**src/rtl/ltx_pkg.sv**
```systemverilog
package ltx_pkg;

    localparam int WORD_W = 32;
    localparam int LEN_W  = 16;
    localparam int SEQ_W  = 8;
    localparam int LANES  = WORD_W / 8;
    localparam int LANE_W = $clog2(LANES);
    localparam logic [7:0] DAC_QUIET = 8'h80;

    typedef enum logic [2:0] {
        P_IDLE, P_SOF, P_SEQ, P_HDR, P_LOAD, P_PAY, P_EOF
    } pkt_state_t;

    typedef enum logic {
        S_IDLE, S_BIT
    } ser_state_t;

    typedef struct packed {
        logic       ctrl;
        logic [7:0] value;
    } line_byte_t;

    function automatic logic [7:0] make_ctrl(input logic [1:0] addr,
                                             input logic [3:0] cmd);
        logic even;
        even = ~^{cmd, addr};
        return {1'b0, even, cmd, addr};
    endfunction

endpackage

```
**src/rtl/ltx_pulse_shaper.sv**
```systemverilog
module ltx_pulse_shaper
    import ltx_pkg::*;
#(
    parameter logic [7:0] DAC_HIGH = 8'hC0,
    parameter logic [7:0] DAC_LOW  = 8'h40
) (
    input  logic       line_bit,
    input  logic       first_half,
    output logic [7:0] dac_code
);

    always_comb begin
        if (!line_bit)
            dac_code = DAC_QUIET;
        else if (first_half)
            dac_code = DAC_HIGH;
        else
            dac_code = DAC_LOW;
    end

endmodule

```
**src/rtl/ltx_byte_serializer.sv**
```systemverilog
module ltx_byte_serializer
    import ltx_pkg::*;
#(
    parameter int BIT_CYCLES = 20
) (
    input  logic       clk,
    input  logic       rst_n,
    input  logic       send,
    input  line_byte_t in_byte,
    output logic       ready,
    output logic       line_bit,
    output logic       first_half
);

    localparam int FRAME_BITS = 11;
    localparam int HALF       = BIT_CYCLES / 2;
    localparam int CNT_W      = (BIT_CYCLES > 2) ? $clog2(BIT_CYCLES) : 1;
    localparam int IDX_W      = $clog2(FRAME_BITS);
    localparam logic [CNT_W-1:0] LAST_CYC = CNT_W'(BIT_CYCLES - 1);
    localparam logic [IDX_W-1:0] LAST_BIT = IDX_W'(FRAME_BITS - 1);

    ser_state_t            state_q, state_d;
    logic [FRAME_BITS-1:0] shreg_q;
    logic [IDX_W-1:0]      idx_q;
    logic [CNT_W-1:0]      cyc_q;
    logic                  bit_end;

    assign bit_end = (cyc_q == LAST_CYC);

    always_comb begin
        state_d = state_q;
        unique case (state_q)
            S_IDLE:  if (send) state_d = S_BIT;
            S_BIT:   if (bit_end && idx_q == LAST_BIT) state_d = S_IDLE;
            default: state_d = S_IDLE;
        endcase
    end

    always_ff @(posedge clk) begin
        if (!rst_n) state_q <= S_IDLE;
        else        state_q <= state_d;
    end

    always_ff @(posedge clk) begin
        if (!rst_n) begin
            shreg_q <= '0;
            idx_q   <= '0;
            cyc_q   <= '0;
        end else if (state_q == S_IDLE) begin
            if (send) begin
                shreg_q <= {1'b1, in_byte.ctrl, in_byte.value, 1'b1};
                idx_q   <= '0;
                cyc_q   <= '0;
            end
        end else if (bit_end) begin
            cyc_q   <= '0;
            idx_q   <= idx_q + 1'b1;
            shreg_q <= {1'b0, shreg_q[FRAME_BITS-1:1]};
        end else begin
            cyc_q <= cyc_q + 1'b1;
        end
    end

    always_comb begin
        ready      = (state_q == S_IDLE);
        line_bit   = (state_q == S_BIT) && shreg_q[0];
        first_half = (cyc_q < CNT_W'(HALF));
    end

endmodule

```
**src/rtl/ltx_packet_sequencer.sv**
```systemverilog
module ltx_packet_sequencer
    import ltx_pkg::*;
#(
    parameter logic [3:0] CMD_SOF = 4'h1,
    parameter logic [3:0] CMD_EOF = 4'h2
) (
    input  logic              clk,
    input  logic              rst_n,
    input  logic              fifo_empty,
    input  logic [WORD_W-1:0] fifo_data,
    output logic              fifo_rd,
    input  logic [1:0]        slave_addr,
    input  logic              ser_ready,
    output logic              send,
    output line_byte_t        out_byte,
    output logic              active
);

    localparam logic [LANE_W-1:0] LAST_LANE = LANE_W'(LANES - 1);

    pkt_state_t        state_q, state_d;
    logic [WORD_W-1:0] hdr_q, word_q;
    logic [LEN_W-1:0]  left_q;
    logic [LANE_W-1:0] lane_q;
    logic [SEQ_W-1:0]  seq_q;
    logic [1:0]        addr_q;

    always_comb begin
        state_d = state_q;
        unique case (state_q)
            P_IDLE: if (!fifo_empty) state_d = P_SOF;
            P_SOF:  if (ser_ready) state_d = P_SEQ;
            P_SEQ:  if (ser_ready) state_d = P_HDR;
            P_HDR:  if (ser_ready && lane_q == LAST_LANE)
                        state_d = (left_q == '0) ? P_EOF : P_LOAD;
            P_LOAD: if (!fifo_empty) state_d = P_PAY;
            P_PAY:  if (ser_ready) begin
                        if (left_q == LEN_W'(1))     state_d = P_EOF;
                        else if (lane_q == LAST_LANE) state_d = P_LOAD;
                    end
            P_EOF:  if (ser_ready) state_d = P_IDLE;
            default: state_d = P_IDLE;
        endcase
    end

    always_ff @(posedge clk) begin
        if (!rst_n) state_q <= P_IDLE;
        else        state_q <= state_d;
    end

    always_ff @(posedge clk) begin
        if (!rst_n) begin
            hdr_q  <= '0;
            word_q <= '0;
            left_q <= '0;
            lane_q <= '0;
            seq_q  <= '0;
            addr_q <= '0;
        end else begin
            if (state_q == P_IDLE && !fifo_empty) begin
                hdr_q  <= fifo_data;
                left_q <= fifo_data[LEN_W-1:0];
                addr_q <= slave_addr;
            end
            if (state_q == P_LOAD && !fifo_empty)
                word_q <= fifo_data;
            if (state_q == P_SEQ && ser_ready)
                lane_q <= '0;
            if (state_q == P_HDR && ser_ready)
                lane_q <= lane_q + 1'b1;
            if (state_q == P_PAY && ser_ready) begin
                lane_q <= lane_q + 1'b1;
                left_q <= left_q - 1'b1;
            end
            if (state_q == P_EOF && ser_ready)
                seq_q <= seq_q + 1'b1;
        end
    end

    always_comb begin
        out_byte = '0;
        send     = 1'b0;
        fifo_rd  = 1'b0;
        unique case (state_q)
            P_IDLE: fifo_rd = !fifo_empty;
            P_SOF: begin
                send     = ser_ready;
                out_byte = '{ctrl: 1'b1, value: make_ctrl(addr_q, CMD_SOF)};
            end
            P_SEQ: begin
                send     = ser_ready;
                out_byte = '{ctrl: 1'b0, value: 8'(seq_q)};
            end
            P_HDR: begin
                send     = ser_ready;
                out_byte = '{ctrl: 1'b0, value: hdr_q[{lane_q, 3'b000} +: 8]};
            end
            P_LOAD: fifo_rd = !fifo_empty;
            P_PAY: begin
                send     = ser_ready;
                out_byte = '{ctrl: 1'b0, value: word_q[{lane_q, 3'b000} +: 8]};
            end
            P_EOF: begin
                send     = ser_ready;
                out_byte = '{ctrl: 1'b1, value: make_ctrl(addr_q, CMD_EOF)};
            end
            default: ;
        endcase
        active = (state_q != P_IDLE);
    end

endmodule

```
**src/rtl/bipolar_link_tx.sv**
```systemverilog
module bipolar_link_tx
    import ltx_pkg::*;
#(
    parameter int         BIT_CYCLES = 20,
    parameter logic [7:0] DAC_HIGH   = 8'hC0,
    parameter logic [7:0] DAC_LOW    = 8'h40,
    parameter logic [3:0] CMD_SOF    = 4'h1,
    parameter logic [3:0] CMD_EOF    = 4'h2
) (
    input  logic        clk,
    input  logic        rst_n,
    input  logic        fifo_empty,
    input  logic [31:0] fifo_data,
    output logic        fifo_rd,
    input  logic [1:0]  slave_addr,
    output logic [7:0]  dac_code,
    output logic        busy
);

    logic       ser_ready, send, line_bit, first_half, seq_active;
    line_byte_t next_byte;

    ltx_packet_sequencer #(
        .CMD_SOF(CMD_SOF),
        .CMD_EOF(CMD_EOF)
    ) u_seq (
        .clk        (clk),
        .rst_n      (rst_n),
        .fifo_empty (fifo_empty),
        .fifo_data  (fifo_data),
        .fifo_rd    (fifo_rd),
        .slave_addr (slave_addr),
        .ser_ready  (ser_ready),
        .send       (send),
        .out_byte   (next_byte),
        .active     (seq_active)
    );

    ltx_byte_serializer #(
        .BIT_CYCLES(BIT_CYCLES)
    ) u_ser (
        .clk        (clk),
        .rst_n      (rst_n),
        .send       (send),
        .in_byte    (next_byte),
        .ready      (ser_ready),
        .line_bit   (line_bit),
        .first_half (first_half)
    );

    ltx_pulse_shaper #(
        .DAC_HIGH(DAC_HIGH),
        .DAC_LOW (DAC_LOW)
    ) u_shape (
        .line_bit   (line_bit),
        .first_half (first_half),
        .dac_code   (dac_code)
    );

    assign busy = seq_active || !ser_ready;

endmodule

```
**config.mk**
```make
export PLATFORM = sky130hd
export DESIGN_NAME = bipolar_link_tx
export DESIGN_NICKNAME = d
export VERILOG_FILES = /design/src/rtl/ltx_pkg.sv /design/src/rtl/ltx_pulse_shaper.sv /design/src/rtl/ltx_byte_serializer.sv /design/src/rtl/ltx_packet_sequencer.sv /design/src/rtl/bipolar_link_tx.sv
export SDC_FILE = /design/constraint.sdc
export NUM_CORES = 1
export LEC_CHECK = 0
export BUFFER_PORTS_ARGS = -buffer_cell sky130_fd_sc_hd__buf_2
export CORE_UTILIZATION = 23
export CTS_BUF_LIST = sky130_fd_sc_hd__clkbuf_4 sky130_fd_sc_hd__clkbuf_8 sky130_fd_sc_hd__clkbuf_16
export CTS_CLUSTER_SIZE = 16
export DETAILED_ROUTE_END_ITERATION = 6
export HOLD_SLACK_MARGIN = 0.03
export SLEW_MARGIN = 20
export SYNTH_ARGS = -nofsm -noshare
export SYNTH_HDL_FRONTEND = slang
export SYNTH_SLANG_ARGS = --single-unit
```
**constraint.sdc**
```tcl
create_clock -name clk -period 3.3 [get_ports clk]
set_input_delay 0.165 -clock clk [delete_from_list [all_inputs] [get_ports clk]]
set_output_delay 0.165 -clock clk [all_outputs]
set_load 0.005 [all_outputs]
```
Word level (Yosys, flattened, before mapping)
Index checks and enable logic that the tools add are counted.
{"block": "op_classes", "mux": 33, "eq_ne": 19, "bitwise": 1, "add_sub_neg": 5, "order_cmp": 1, "n_reduce_logical": 22, "shifts": 2}
{"operator": "$shiftx A32 B6 Y8", "count": 2}
{"operator": "$pmux W9 S5", "count": 1}
{"operator": "$mux W11", "count": 3}
{"operator": "$mux W16", "count": 2}
{"operator": "$mux W3", "count": 9}
{"operator": "$pmux W3 S7", "count": 1}
{"operator": "$eq A16 B1 Y1 const B", "count": 1}
{"operator": "$logic_not A16 Y1", "count": 1}
{"operator": "$mux W8", "count": 2}
{"operator": "$sub A16 B1 Y16 const B", "count": 1}
{"operator": "$mux W5", "count": 3}
{"operator": "$ne A2 B2 Y1 const B", "count": 7}
{"operator": "$mux W4", "count": 3}
{"operator": "$eq A3 B3 Y1 const B", "count": 3}
{"operator": "$logic_and A1 B1 Y1", "count": 9}
{"operator": "$add A8 B1 Y8 const B", "count": 1}
{"operator": "$mux W2", "count": 4}
{"operator": "$reduce_and A8 Y1", "count": 1}
{"operator": "$eq A3 B2 Y1 const B", "count": 2}
{"operator": "$reduce_bool A3 Y1", "count": 2}
{"operator": "$reduce_xnor A6 Y1", "count": 1}
{"operator": "$add A5 B1 Y5 const B", "count": 1}
{"operator": "$eq A5 B5 Y1 const B", "count": 1}
{"operator": "$lt A5 B4 Y1 const B", "count": 1}
{"operator": "other kinds (17)", "count": 21}
{"block": "totals", "wordCells": 94, "inputBits": 37, "out_inout_bits": 10, "reg_bits": 116}

Depth between registers and ports, before layout
{"block": "depth", "word_depth": 5, "mapped_depth": 8, "depth_no_buf": 6}

Hierarchy
Synthesis repeated with hierarchy kept, for this count alone.
{"block": "hier_totals", "hier_cells": 674, "hier_area_um2": 5587.9}
{"mod": "ltx_packet_sequencer", "cells_each": 543, "seq_area_each_um2": 1901.8, "area_each_um2": 4435.5, "instances": 1}
{"mod": "ltx_byte_serializer", "cells_each": 121, "seq_area_each_um2": 420.4, "area_each_um2": 1083.5, "instances": 1}
{"mod": "ltx_pulse_shaper", "cells_each": 9, "seq_area_each_um2": 0.0, "area_each_um2": 62.6, "instances": 1}
{"mod": "bipolar_link_tx", "cells_each": 1, "seq_area_each_um2": 0.0, "area_each_um2": 6.3, "instances": 1}

Worst setup path before layout
No wires, ideal clock.
{"block": "synth_timing", "path_kind": "register to register", "from": "register u_seq.left_q[0]", "to": "register u_seq.left_q[10]", "setup_slack_ps": 1442, "path_buffers": 0, "arrival_time_ps": 1726, "setup_ps": 132, "period_less_slack_ps": 1858, "path_stages_with_launch": 7, "t_required_ps": 3168, "path_cell_list": "dfxtp_1 -> inv_1 -> ha_1 -> or3b_2 -> or3_1 -> o311ai_0 -> a21oi_1"}
{"block": "synth_between", "elab_chain_len": 2}
{"item": "start, declared", "line": "ltx_packet_sequencer.sv:23", "rtl": "logic [LEN_W-1:0] left_q;"}
{"item": "start signal, assigned", "line": "ltx_packet_sequencer.sv:62", "rtl": "left_q <= fifo_data[LEN_W-1:0];"}
{"item": "start signal, assigned", "line": "ltx_packet_sequencer.sv:73", "rtl": "left_q <= left_q - 1'b1;"}
{"item": "$sub A16 B1 Y16", "line": "ltx_packet_sequencer.sv:73"}
{"item": "$mux W16", "line": "ltx_packet_sequencer.sv:71", "rtl": "if (state_q == P_PAY && ser_ready) begin"}
No other way between the ends.
A chain may end at the register's enable or synchronous reset.

Final worst setup path
{"block": "layout_timing", "from": "register u_seq.state_q[2]", "to": "register u_ser.shreg_q[8]"}
{"block": "layout_between", "elab_chain_len": 5, "word_cells_on_any_way": 12, "classes_between": "eq/ne: 5; mux: 4; reduce/logical: 3"}
{"item": "start, declared", "line": "ltx_packet_sequencer.sv:21", "rtl": "pkt_state_t state_q, state_d;"}
{"item": "start signal, assigned", "line": "ltx_packet_sequencer.sv:48", "rtl": "else state_q <= state_d;"}
{"item": "$eq A3 B1 Y1, or another cell as far along", "line": "ltx_packet_sequencer.sv:84", "rtl": "unique case (state_q)"}
{"item": "$reduce_or A5 Y1 (no source line)"}
{"item": "$mux W1", "line": "ltx_packet_sequencer.sv:84"}
{"item": "$reduce_bool A2 Y1 (no source line)"}
{"item": "$reduce_and A2 Y1 (no source line)"}
{"item": "end signal, assigned", "line": "ltx_byte_serializer.sv:51", "rtl": "shreg_q <= {1'b1, in_byte.ctrl, in_byte.value, 1'b1};"}
{"item": "end signal, assigned", "line": "ltx_byte_serializer.sv:58", "rtl": "shreg_q <= {1'b0, shreg_q[FRAME_BITS-1:1]};"}
{"item": "end, declared", "line": "ltx_byte_serializer.sv:23", "rtl": "logic [FRAME_BITS-1:0] shreg_q;"}
Several ways; a longest one is shown, not always the timed one. The select of a mux whose other input is x is not followed.

==> metrics <==
outcome complete, no violations; most frequent cells in the layout 159 x nand2_1, 116 x dfxtp_1, 84 x a21oi_1; Avg Vias per Cell 4.80; maximum operating frequency 0.422 GHz; synthesized instance count 666; Final nets about 760; DRT Pass-1 Iters 5; Final Hold Vio Count 0; Post-synth EDFFs 0; Req. time, crit path 3.59 ns; cell taking the most area after synthesis dfxtp_1; synth top area cells dfxtp_1 41%, nand2_1 11%, a21oi_1 7.5%, mux4_2 6.0%, clkbuf_1 2.1%; Max-Slew Margin vs Limit 0.454; Mean Syn Cell Area around 8.4 um^2; CTS Buf Count 17; Ports 47; post-synth top area share 0.413; initial antenna violation count 0; GR Util All Layers 0.133; Cell variety after synth 65; RSZ-0062 raised after global routing false; Placer Congestion 0.792; endpoints failing setup 0; Max Cap Violations 0; CTS resizes 0; RR Endpoint u_ser.shreg_q[8]$_SDFFE_PN0P_; total gr overflow 0; Worst Setup SP u_seq.state_q[2]$_SDFFE_PN0P_; Hold Path Class input port to register; Die H 158 um; Worst Setup Start Kind register; share of cells above drive strength 1 0.166; reg-to-reg startpoint u_seq.state_q[2]$_SDFFE_PN0P_; placed instance count 987; Clock Skews 0.00522 ns; DRC 0; number of diodes 0; Clock Root Buffer clkbuf_16; sequential-to-total area share from yosys stat 0.413; HP Start fifo_data[6]; Register-to-Register Path Depth 4; pwr dens 586 nW/um^2; first-pass GRT wire length 25600 um; core footprint 23700 um^2; CP Class register to register; Port Buffers 40; Post-Route WL 15600 um; final worst path period need roughly 2.4 ns; Starting Density 0.237; most common cell after layout, fill and taps aside nand2_1; CTS Buffer Depth 2; Vias slightly above 5k; antenna-violating nets left 0; die area 25000 um^2; Max H-tree Level 4; Clock Latency Late Sink roughly 0.42 ns; Non-Filler Instances 1049; Synth Flop Type dfxtp_1; area grow syn2layout 23.7%; average routed wire per standard cell 14.9 um; pin count of the biggest net entering global routing 48; Worst Path Arrival 2.66 ns; Leak Pwr 2.47 nW; post-DP HPWL 10700 um; CTS tree done; synthesized flop and latch total ~120; Die X 158 um; setup TNS 0 ns; Worst-path clk slew 0.05 ns; setup slack, reg-to-reg 0.93 ns; Min-Delay Path Depth 3; Period Utilization, post-route 0.718; maximum vdd drop 0.402 mV; Initial DRC Count 360; Fill cells 2584; ys async rst share 0; largest fanout on the critical path 13; Pins Over Slew Limit 0; post-layout util 0.293; worst-margin pin slew 0.818 ns; CP endpoint kind register; Yosys Warn Count 0; row cnt 56; vias in the first global route 4784; Worst Hold End u_seq.word_q[6]$_SDFFE_PN0P_; Mapped Area 5620 um^2; clock sink count around 120
-- power by group --
group	total (W)	internal [W]	leakage, nW	switching (W)
clock	0.00176	0.00113	0.288	0.000623
combinational	0.000716	0.000292	1.23	0.000424
sequential	0.00160	0.00151	0.945	0.0000884
total	0.00407	0.00294	2.47	0.00114
-- routing by layer --
layer  track usage  vias to the layer above  wire length [um]
met1         0.172                     2437              7160
met2         0.214                      121              7500
met3        0.0318                       19               689
li1              -                     2462                 -
met4        0.0444                        0               260
met5             0                        -                 0
-- stage by stage --
step                total power (W)  hold WS [ns]  setup WS (ns)  instance area [um^2]
floorplan                   0.00212         0.301           1.44                  5640
detailed placement          0.00231         0.421          0.921                  6070
global route                0.00425        0.0431          0.724                  6950
CTS                         0.00410        0.0317          0.901                  6950
global placement            0.00231         0.420          0.884                  6070
finish                      0.00407        0.0328          0.932                  6950
-- cells by family (layout without fill, tap and decap cells) --
| family | after synthesis | count (layout) | share of synthesized area |
|---|---|---|---|
| fa+ha+maj | 8 | 8 | 0.0178 |
| xor+xnor | 10 | 10 | 0.0156 |
| simple gates | 252 | 252 | 0.211 |
| other cells | 1 | 6 | 0.000668 |
| compound gates | 185 | 185 | 0.211 |
| buf+inv | 74 | 133 | 0.0610 |
| flops | 116 | 116 | 0.413 |
| mux | 20 | 20 | 0.0695 |
-- flip-flops by register name, indices dropped and copies added (netlist names) --
signal,flops
u_seq.left_q,16
u_ser.cyc_q,5
u_ser.shreg_q,11
u_seq.word_q,32
u_ser.state_q,1
u_ser.idx_q,4
u_seq.state_q,3
u_seq.hdr_q,32
u_seq.seq_q,8
u_seq.addr_q,2
u_seq.lane_q,2
-- cells in the mapped netlist (8+ instances only) --
cell,number
buf_4,10
mux4_2,15
inv_1,14
a21oi_1,84
a31oi_1,12
buf_2,16
dfxtp_1,116
nand2b_1,8
o21ai_0,21
clkbuf_1,32
ha_1,8
nor2_1,20
o211ai_1,8
nand2_1,159
-- worst max-delay path, cell delays in order (launching register included) --
cell and delay, ns:
dfxtp_1 0.49, and3b_1 0.67, mux4_2 0.62, a2111oi_4 0.37, a221oi_2 0.09
-- repair_timing --
action	in CTS	in global routing
endpoints found under the hold margin	51	0
setup buffers	0	0
hold buffers	31	0
-- area by class of cell --
| type | count | area [um^2] | area share |
|---|---|---|---|
| Inverter | 15 | 56.3 | 0.00811 |
| Tap cell | 319 | 399 | 0.0575 |
| Sequential cell | 116 | 2320 | 0.334 |
| Clock buffer | 26 | 512 | 0.0737 |
| Clock inverter | 5 | 50.0 | 0.00720 |
| Timing Repair Buffer | 87 | 631 | 0.0908 |
| Multi-Input combinational cell | 481 | 2980 | 0.428 |
-- how the worst max path moves through the flow --
stage          slack [ns]                             to
2_1_floorplan        1.44  u_seq.left_q[10]$_SDFFE_PN0P_
6_report             0.93  u_ser.shreg_q[8]$_SDFFE_PN0P_
3_3_place_gp         0.88  u_ser.shreg_q[4]$_SDFFE_PN0P_
4_1_cts              0.90  u_ser.shreg_q[8]$_SDFFE_PN0P_
3_5_place_dp         0.92  u_ser.shreg_q[8]$_SDFFE_PN0P_
5_1_grt              0.72  u_ser.shreg_q[4]$_SDFFE_PN0P_
No activity file was read; power rests on OpenSTA's default activity.
